**config.mk**
```make
export PLATFORM = sky130hd
export DESIGN_NAME = prt_gen
export DESIGN_NICKNAME = d
export VERILOG_FILES = /design/src/rtl/prt_pkg.sv /design/src/rtl/prt_ref_sync.sv /design/src/rtl/prt_rep_div.sv /design/src/rtl/prt_reload_seq.sv /design/src/rtl/prt_shift_gate.sv /design/src/rtl/prt_gen.sv
export SDC_FILE = /design/constraint.sdc
export NUM_CORES = 1
export LEC_CHECK = 0
export CAP_MARGIN = 0
export CORE_MARGIN = 2
export CORE_UTILIZATION = 25
export DETAILED_ROUTE_END_ITERATION = 6
export DONT_BUFFER_PORTS = 1
export GPL_ROUTABILITY_DRIVEN = 0
export PLACE_DENSITY = 0.43
export RECOVER_POWER = 50
export SLEW_MARGIN = 25
export SYNTH_ARGS = -nofsm -noshare
export SYNTH_HDL_FRONTEND = slang
export SYNTH_SLANG_ARGS = --single-unit
```
**constraint.sdc**
```tcl
create_clock -name clk_i -period 2.75 [get_ports clk_i]
set_input_delay 0.55 -clock clk_i [delete_from_list [all_inputs] [get_ports clk_i]]
set_output_delay 0.55 -clock clk_i [all_outputs]
set_load 0.03 [all_outputs]
```
**src/rtl/prt_pkg.sv**
```systemverilog
package prt_pkg;
    typedef enum logic [1:0] {
        SEQ_IDLE  = 2'd0,
        SEQ_GUARD = 2'd1,
        SEQ_LOAD  = 2'd2
    } seq_state_e;
endpackage

```
**src/rtl/prt_ref_sync.sv**
```systemverilog
// Brings the reference clock into the fast domain and flags its rising edges.
module prt_ref_sync #(
    parameter int STAGES = 2
) (
    input  logic clk_i,
    input  logic rst_ni,
    input  logic async_i,
    output logic rise_o
);
    typedef struct packed {
        logic [STAGES-1:0] chain;
        logic              last;
    } sync_t;

    sync_t s_d, s_q;

    always_comb begin
        s_d          = s_q;
        s_d.chain[0] = async_i;
        for (int i = 1; i < STAGES; i++) begin
            s_d.chain[i] = s_q.chain[i-1];
        end
        s_d.last     = s_q.chain[STAGES-1];
    end

    always_ff @(posedge clk_i or negedge rst_ni) begin
        if (!rst_ni) begin
            s_q <= '0;
        end else begin
            s_q <= s_d;
        end
    end

    assign rise_o = s_q.chain[STAGES-1] & ~s_q.last;
endmodule

```
**src/rtl/prt_rep_div.sv**
```systemverilog
// Divides the synchronised reference edges into the repetition square wave.
module prt_rep_div #(
    parameter int DIV = 8
) (
    input  logic clk_i,
    input  logic rst_ni,
    input  logic ref_rise_i,
    output logic rep_o,
    output logic start_o,
    output logic rise_nx_o,
    output logic fall_nx_o
);
    localparam int HALF = DIV / 2;
    localparam int CW   = (HALF > 1) ? $clog2(HALF) : 1;

    typedef struct packed {
        logic [CW-1:0] cnt;
        logic          rep;
        logic          start;
    } div_t;

    div_t d_d, d_q;
    logic fall_nx;

    always_comb begin
        d_d       = d_q;
        d_d.start = 1'b0;
        fall_nx   = 1'b0;
        if (ref_rise_i) begin
            if (d_q.cnt == CW'(HALF - 1)) begin
                d_d.cnt   = '0;
                d_d.rep   = ~d_q.rep;
                d_d.start = ~d_q.rep;
                fall_nx   = d_q.rep;
            end else begin
                d_d.cnt = d_q.cnt + CW'(1);
            end
        end
    end

    always_ff @(posedge clk_i or negedge rst_ni) begin
        if (!rst_ni) begin
            d_q <= '0;
        end else begin
            d_q <= d_d;
        end
    end

    assign rep_o     = d_q.rep;
    assign start_o   = d_q.start;
    assign rise_nx_o = d_d.start;
    assign fall_nx_o = fall_nx;
endmodule

```
**src/rtl/prt_reload_seq.sv**
```systemverilog
// Guard delay then fixed-width reload strobe inside the low phase.
module prt_reload_seq
    import prt_pkg::*;
#(
    parameter int CNT_W       = 6,
    parameter int LOW_BUDGET  = 24,
    parameter int RESET_GUARD = 2,
    parameter int RESET_LOAD  = 4
) (
    input  logic             clk_i,
    input  logic             rst_ni,
    input  logic             fall_nx_i,
    input  logic             rise_nx_i,
    input  logic [CNT_W-1:0] guard_i,
    input  logic [CNT_W-1:0] load_i,
    output logic             reload_o
);
    typedef struct packed {
        seq_state_e       state;
        logic [CNT_W-1:0] cnt;
        logic [CNT_W-1:0] guard;
        logic [CNT_W-1:0] load;
    } seq_t;

    seq_t r_d, r_q;
    logic [CNT_W:0]   sum;
    logic             cfg_fits;
    logic [CNT_W-1:0] g_use, w_use;

    always_comb begin
        sum      = {1'b0, guard_i} + {1'b0, load_i};
        cfg_fits = (load_i != '0) && (sum <= (CNT_W+1)'(LOW_BUDGET));
        g_use    = cfg_fits ? guard_i : r_q.guard;
        w_use    = cfg_fits ? load_i  : r_q.load;

        r_d = r_q;
        unique case (r_q.state)
            SEQ_GUARD: begin
                if (r_q.cnt == CNT_W'(1)) begin
                    r_d.state = SEQ_LOAD;
                    r_d.cnt   = r_q.load - CNT_W'(1);
                end else begin
                    r_d.cnt = r_q.cnt - CNT_W'(1);
                end
            end
            SEQ_LOAD: begin
                if (r_q.cnt == '0) begin
                    r_d.state = SEQ_IDLE;
                end else begin
                    r_d.cnt = r_q.cnt - CNT_W'(1);
                end
            end
            default: r_d.state = SEQ_IDLE;
        endcase

        if (fall_nx_i) begin
            r_d.guard = g_use;
            r_d.load  = w_use;
            if (g_use == '0) begin
                r_d.state = SEQ_LOAD;
                r_d.cnt   = w_use - CNT_W'(1);
            end else begin
                r_d.state = SEQ_GUARD;
                r_d.cnt   = g_use;
            end
        end

        if (rise_nx_i) begin
            r_d.state = SEQ_IDLE;
        end
    end

    always_ff @(posedge clk_i or negedge rst_ni) begin
        if (!rst_ni) begin
            r_q.state <= SEQ_IDLE;
            r_q.cnt   <= '0;
            r_q.guard <= CNT_W'(RESET_GUARD);
            r_q.load  <= CNT_W'(RESET_LOAD);
        end else begin
            r_q <= r_d;
        end
    end

    assign reload_o = (r_q.state == SEQ_LOAD);
endmodule

```
**src/rtl/prt_shift_gate.sv**
```systemverilog
// Gates the shift enable with the repetition window at full or half rate.
module prt_shift_gate (
    input  logic clk_i,
    input  logic rst_ni,
    input  logic rise_nx_i,
    input  logic rate_half_i,
    input  logic rep_i,
    output logic shift_en_o
);
    typedef struct packed {
        logic phase;
        logic half;
    } gate_t;

    gate_t g_d, g_q;

    always_comb begin
        g_d = g_q;
        if (rise_nx_i) begin
            g_d.phase = 1'b0;
            g_d.half  = rate_half_i;
        end else begin
            g_d.phase = ~g_q.phase;
        end
    end

    always_ff @(posedge clk_i or negedge rst_ni) begin
        if (!rst_ni) begin
            g_q <= '0;
        end else begin
            g_q <= g_d;
        end
    end

    assign shift_en_o = rep_i & (~g_q.half | ~g_q.phase);
endmodule

```
**src/rtl/prt_gen.sv**
```systemverilog
module prt_gen #(
    parameter int DIV         = 8,
    parameter int SYNC_STAGES = 2,
    parameter int CNT_W       = 6,
    parameter int LOW_BUDGET  = 24,
    parameter int RESET_GUARD = 2,
    parameter int RESET_LOAD  = 4
) (
    input  logic             clk_i,
    input  logic             rst_ni,
    input  logic             ref_clk_i,
    input  logic [CNT_W-1:0] guard_cnt_i,
    input  logic [CNT_W-1:0] load_cnt_i,
    input  logic             rate_half_i,
    output logic             rep_o,
    output logic             start_o,
    output logic             reload_o,
    output logic             shift_en_o
);
    logic ref_rise, rise_nx, fall_nx, rep;

    prt_ref_sync #(.STAGES(SYNC_STAGES)) sync_i (
        .clk_i(clk_i), .rst_ni(rst_ni), .async_i(ref_clk_i), .rise_o(ref_rise)
    );

    prt_rep_div #(.DIV(DIV)) div_i (
        .clk_i(clk_i), .rst_ni(rst_ni), .ref_rise_i(ref_rise),
        .rep_o(rep), .start_o(start_o), .rise_nx_o(rise_nx), .fall_nx_o(fall_nx)
    );

    prt_reload_seq #(
        .CNT_W(CNT_W), .LOW_BUDGET(LOW_BUDGET),
        .RESET_GUARD(RESET_GUARD), .RESET_LOAD(RESET_LOAD)
    ) seq_i (
        .clk_i(clk_i), .rst_ni(rst_ni), .fall_nx_i(fall_nx), .rise_nx_i(rise_nx),
        .guard_i(guard_cnt_i), .load_i(load_cnt_i), .reload_o(reload_o)
    );

    prt_shift_gate gate_i (
        .clk_i(clk_i), .rst_ni(rst_ni), .rise_nx_i(rise_nx),
        .rate_half_i(rate_half_i), .rep_i(rep), .shift_en_o(shift_en_o)
    );

    assign rep_o = rep;
endmodule

```
# --- Word-level counts from Yosys, hierarchy flattened ---
# Cells that the tools add are included.
word_totals:
  output_inout_bits: 4
  regBits: 29
  word_cells: 56
  input_bits: 16
  ramBits: 0
  n_memories: 0
  mem_bits_ro: 0
  latchBits: 0
classes:
  n_reduce_logical: 8
  mux: 17
  n_mul: 0
  bitwise: 7
  magnitude_cmp: 1
  n_addsub: 5
  shifts: 0
  div: 0
  eq_ne: 7
ops:
  columns: ["op", "count"]
  rows:
  - ["$mux W6", 4]
  - ["$mux W20", 1]
  - ["$sub A6 B1 Y6 const B", 3]
  - ["$logic_not A6 Y1", 2]
  - ["$pmux W6 S2", 1]
  - ["$mux W2", 4]
  - ["$mux W8", 1]
  - ["$add A6 B6 Y7", 1]
  - ["$le A7 B5 Y1 const B", 1]
  - ["$eq A6 B1 Y1 const B", 1]
  - ["$reduce_and A2 Y1", 3]
  - ["$reduce_bool A6 Y1", 1]
  - ["$mux W1", 5]
  - ["$eq A2 B2 Y1 const B", 2]
  - ["$ne A4 B1 Y1 const B", 1]
  - ["$ne A4 B3 Y1 const B", 1]
  - ["$not A1 Y1", 4]
  - ["$pmux W2 S2", 1]
  - ["$ne A3 B3 Y1 const B", 1]
  - ["$reduce_bool A3 Y1", 1]
  - ["$add A2 B1 Y2 const B", 1]
  - ["$and A1 B1 Y1", 2]
  - ["$eq A2 B1 Y1 const B", 1]
  - ["$logic_and A1 B1 Y1", 1]
  - ["$or A1 B1 Y1", 1]

# --- Logic depth before layout (Yosys ltp) ---
logic_depth:
  word_depth: 8
  depth_mapped: 15
  depth_no_buf: 15

# --- Hierarchy ---
# From an unflattened synthesis, not the netlist that was laid out.
hier_totals:
  cells_unflattened: 199
  area_unflattened_um2: 1986.9
modules_own_cells:
  columns: ["module", "cells_per_inst", "area_per_inst_um2", "seq_area_each_um2", "instances"]
  rows:
  - ["prt_reload_seq", 178, 1657.8, 503.0, 1]
  - ["prt_rep_div", 12, 163.9, 100.1, 1]
  - ["prt_ref_sync", 4, 88.8, 75.1, 1]
  - ["prt_shift_gate", 5, 76.3, 50.0, 1]

# --- Worst setup path before layout ---
# OpenSTA, ideal clock, no wires.
synth_path:
  path_type: "input to register"
  from: "input guard_cnt_i[0]"
  to: "register seq_i.r_q[14] in the netlist's numbering"
  slack_ns: -0.719
  stages: 11
  t_arrival_ns: 3.343
  required_time_ns: 2.624
  setup_time_ns: 0.126
  path_buffers: 0
  cell_sequence: "ha_1 fa_1 nor4_1 nor4_4 and2_2 a211oi_4 a21oi_1 ha_1 nor3_1 and4b_1 o32a_1"
synth_between:
  elab_chain_len: 7
  elab_cells_between_ends: 9
  classes_between: "add/sub (2); order compare (1); mux (4); reduce/logical (2)"
synth_lines:
  columns: ["element", "line", "source"]
  rows:
  - ["start: declaration", "prt_gen.sv:12", "input logic [CNT_W-1:0] guard_cnt_i,"]
  - ["$add A6 B6 Y7", "prt_reload_seq.sv:31", "sum = {1'b0, guard_i} + {1'b0, load_i};"]
  - ["$le A7 B5 Y1", "prt_reload_seq.sv:32", "cfg_fits = (load_i != '0) && (sum <= (CNT_W+1)'(LOW_BUDGET));"]
  - ["$logic_and A1 B1 Y1", "prt_reload_seq.sv:32", null]
  - ["$mux W6 (on tied branches)", "prt_reload_seq.sv:34, prt_reload_seq.sv:33", null]
  - ["$sub A6 B1 Y6 or $logic_not A6 Y1 (tied branches)", "prt_reload_seq.sv:61, prt_reload_seq.sv:59", null]
  - ["$mux W8 (*)", "prt_reload_seq.sv:59", "if (g_use == '0) begin"]
  - ["$mux W20 (*)", "prt_reload_seq.sv:56", "if (fall_nx_i) begin"]
  - ["end signal: assignment", "prt_reload_seq.sv:80", "r_q <= r_d;"]
  - ["end: declaration", "prt_reload_seq.sv:25", "seq_t r_d, r_q;"]
# Every way passes the cells marked *; elsewhere a longest branch is shown, timed or not.
# A chain may end at the register's enable or synchronous reset.

# --- Worst setup path in the final report ---
layout_path:
  from: "input load_cnt_i[0]"
  to: "register seq_i.r_q[16] in the netlist's numbering"
layout_between:
  elab_chain_len: 7
  elab_cells_between_ends: 10
  classes_between: "add/sub (2); order compare (1); mux (4); reduce/logical (3)"
layout_lines:
  columns: ["element", "line", "source"]
  rows:
  - ["start: declaration", "prt_gen.sv:13", "input logic [CNT_W-1:0] load_cnt_i,"]
  - ["$add A6 B6 Y7", "prt_reload_seq.sv:31", null]
  - ["$le A7 B5 Y1", "prt_reload_seq.sv:32", null]
  - ["$logic_and A1 B1 Y1", "prt_reload_seq.sv:32", null]
  - ["$mux W6 (on tied branches)", "prt_reload_seq.sv:34, prt_reload_seq.sv:33", null]
  - ["$sub A6 B1 Y6 or $logic_not A6 Y1 (tied branches)", "prt_reload_seq.sv:61, prt_reload_seq.sv:59", null]
  - ["$mux W8 (*)", "prt_reload_seq.sv:59", null]
  - ["$mux W20 (*)", "prt_reload_seq.sv:56", null]
# Marks and branches as above.

==> results.sh <==
export IMPL_drtIter0Drc=62
export IMPL_worst_pin_slew_ns=1.56
export IMPL_yosys_warnings=0
export IMPL_synth_seq_cells=29
export IMPL_ys_flop_type="dfrtp_1"
export IMPL_r2r_cells=5
export IMPL_hp_class="in2async"
export IMPL_min_period_over_period_pct=106
export IMPL_drive_above_1_share_pct=30.2
export IMPL_coreArea_um2=7770
export IMPL_rsz0062_at_grt="true"
export IMPL_dp_slack_ns=-0.637
export IMPL_synthDistinctLibCells=54
export IMPL_finalCriticalPeriod_ns=2.91
export IMPL_vdd_ir_drop_max_mv=0.264
export IMPL_grt_start_max_net_pins=28
export IMPL_dp_hpwl_um=4090
export IMPL_ios=20
export IMPL_dieArea_um2=8780
export IMPL_cts_sinks=29
export IMPL_finalPower_mw=2.51
export IMPL_clockBufferDepth=2
export IMPL_die_w_um=93.7
export IMPL_post_drt_via_cell_ratio=4.82
export IMPL_cts_root_buf="clkbuf_8"
export IMPL_via_count=1625
export IMPL_wirelength_um=5450
export IMPL_crit_fanout=6
export IMPL_clk_pin_slew_ns=0.07
export IMPL_die_h_um=93.7
export IMPL_synth_top_cells_by_count="dfrtp_1 (27), nand2_1 (20), nor2_1 (18)"
export IMPL_yosys_top_cells_area="dfrtp_1 (34%), mux2_2 (7.8%), ha_1 (6.8%)"
export IMPL_seqPwrFrac_pct=30.1
export IMPL_fmax_mhz=344
export IMPL_regToRegStartpoint="seq_i.r_q[15]"
export IMPL_cp_required_ns=2.91
export IMPL_grt_pass1_wl_um=9030
export IMPL_syn_avg_cell_area_um2=9.81
export IMPL_cts_tree="built"
export IMPL_combPwrFrac_pct=52.5
export IMPL_clkLatencyLatePin_ns=0.28
export IMPL_wl_per_cell_um=16.2
export IMPL_yosysMostFrequentCell="dfrtp_1"
export IMPL_cellPowerDensity_nw_per_um2=1000
export IMPL_intPower_mw=1.52
export IMPL_synth_largest_area_cell="dfrtp_1"
export IMPL_leakagePower_nw=1.09
export IMPL_syn2layout_area_growth_pct=24.6
export IMPL_initial_core_util_pct=25.9
export IMPL_power_switching_mw=0.996
export IMPL_fin_nets=262
export IMPL_p_clk_share_pct=17.4
export IMPL_ctsHtreeMaxLevel=2
export IMPL_synth_edf_count=0
export IMPL_placed_area_um2=2340
export IMPL_critPathKind="in2reg"
export IMPL_finalSetupViolCount=3
export IMPL_worstReg2RegEnd="seq_i.r_q[14]"
export IMPL_async_reset_ff_share_pct=100
export IMPL_drc_errors=0
export IMPL_maxCapViolations=1
export IMPL_r2r_slack_ns=0.45
export IMPL_ys_seq_area_share_pct=36.2
export IMPL_cts_made_buffers=5
export IMPL_design_area_um2=2500
export IMPL_swShare_pct=39.7
export IMPL_overflow=0
export IMPL_arrival_ns=3.07
export IMPL_grt_pass1_vias=1697
export IMPL_syn_inst=205
export IMPL_max_slew_margin_pct=-3.71
export IMPL_worst_setup_path_start_kind="primary input"
export IMPL_syn_nets=233
export IMPL_critPathCaptureType="flip-flop"
export IMPL_rows=32
export IMPL_fillers=830
export IMPL_antenna_found_initial=0
export IMPL_worst_slack_ns=-0.160
export IMPL_violations="max-capacitance violations, max-slew violations, negative setup slack"
export IMPL_syn_area_um2=2010
export IMPL_antenna_left=0
export IMPL_finalClockSkew_ns=0.0109
export IMPL_drv_slew=28
export IMPL_grt_usage_pct=13.3
export IMPL_outcome="complete, but fails checks"
export IMPL_portBuffers=0
export IMPL_hold_violations=0
export IMPL_yosysTopAreaCellShare_pct=33.6
export IMPL_antennaDiodeCount=0
export IMPL_dr_pass1_iters=4
worst max path at each step:
stage	start	end	slack, ns	depth (start not counted)
after global routing	load_cnt_i[0]	seq_i.r_q[16]	-0.32	15
after global placement	guard_cnt_i[0]	seq_i.r_q[14]	-0.64	9
after floorplan	guard_cnt_i[0]	seq_i.r_q[16]	-0.52	15
after detailed placement	load_cnt_i[0]	seq_i.r_q[14]	-0.64	9
after CTS	guard_cnt_i[0]	seq_i.r_q[16]	-0.16	15
final	load_cnt_i[0]	seq_i.r_q[16]	-0.16	15
final cells by class:
type / instances / area, um2 / share of cell area [%]
Multi-Input combinational cell: 166 / 1320 / 52.6
Sequential cell: 29 / 728 / 29.1
Timing Repair Buffer: 25 / 196 / 7.84
Tap cell: 102 / 128 / 5.09
Clock buffer: 6 / 72.6 / 2.90
Clock inverter: 2 / 35.0 / 1.40
Inverter: 7 / 26.3 / 1.05
power groups by stage:
stage / logic (mW) / registers, mW / clock network [mW]
finish: 1.32 / 0.755 / 0.438
global route: 1.47 / 0.780 / 0.471
CTS: 1.32 / 0.753 / 0.451
detailed placement: 1.27 / 0.760 / 0
global placement: 1.28 / 0.761 / 0
floorplan: 0.944 / 0.734 / 0
sequential cells by signal (all words and copies together) (netlist names):
name	cells
div_i.start_o	1
seq_i.r_q	20
sync_i.s_q	1
div_i.rep_o	1
sync_i.s_d	2
gate_i.g_q	2
div_i.d_q	2
per-stage QoR:
step / instances / setup TNS (ns) / utilization (%) / hold WS, ns
6_report: 337 / -0.309 / 32.2 / 0.103
5_1_grt: 337 / -1.16 / 32.2 / 0.0900
4_1_cts: 337 / -0.292 / 32.5 / 0.0799
3_5_place_dp: 325 / -5.39 / 30.1 / 0.255
3_3_place_gp: 325 / -4.86 / 30.1 / 0.255
2_1_floorplan: 205 / -2.99 / - / 0.254
layout by cell type (no fill, tap or decap), types with 3 or more instances in the layout:
cell type / instances
o21ai_1: 3
a211oi_1: 4
buf_4: 23
ha_1: 9
o21ai_0: 6
nor3_1: 5
a21o_2: 3
or3_1: 4
xnor2_1: 7
inv_1: 7
dfrtp_1: 27
clkbuf_8: 5
mux2_2: 14
nor2_1: 18
a21oi_1: 12
mux2i_1: 3
a31oi_1: 5
xor2_1: 6
nand2_1: 20
nand3_1: 4
layer usage:
layer  wire length [um]  global-route usage, %  part of all wire [%]  vias to the layer above
met5                  0                      0                     0                        -
met3                213                   3.29                   3.9                        4
li1                   -                      -                     -                      820
met2               2640                   21.9                    48                       24
met4                 27                   3.38                  0.50                        0
met1               2570                   17.4                    47                      777
logic make-up after synthesis:
group                    Yosys count  synth area share [%]
AND/OR/NAND/NOR                   73                  19.8
AO/OA/AOI/OAI                     49                  18.0
flip-flops                        29                  36.2
multiplexers                      18                  10.1
XOR/XNOR                          14                  6.10
adder cells (fa/ha/maj)           12                  7.84
buffers and inverters             10                  1.93
worst max-delay path, cell delays in order:
cell      delay, ns
ha_4           0.14
fa_2           0.44
and4bb_2       0.34
nor4_4         0.05
and2_4         0.16
a211oi_4       0.30
nor2_1         0.10
a21oi_1        0.14
ha_2           0.23
nand2_1        0.07
xnor2_1        0.12
a21oi_1        0.13
nand2_1        0.07
a31oi_1        0.16
o21ai_1        0.07
what timing repair did:
action	CTS	global route
endpoints found under the hold margin	27	0
resized for setup	6	1
hold buffers	1	0
setup endpoints to repair	7	14
pin swaps	10	0
setup buffers	3	0
(Power assumes the default switching activity.)
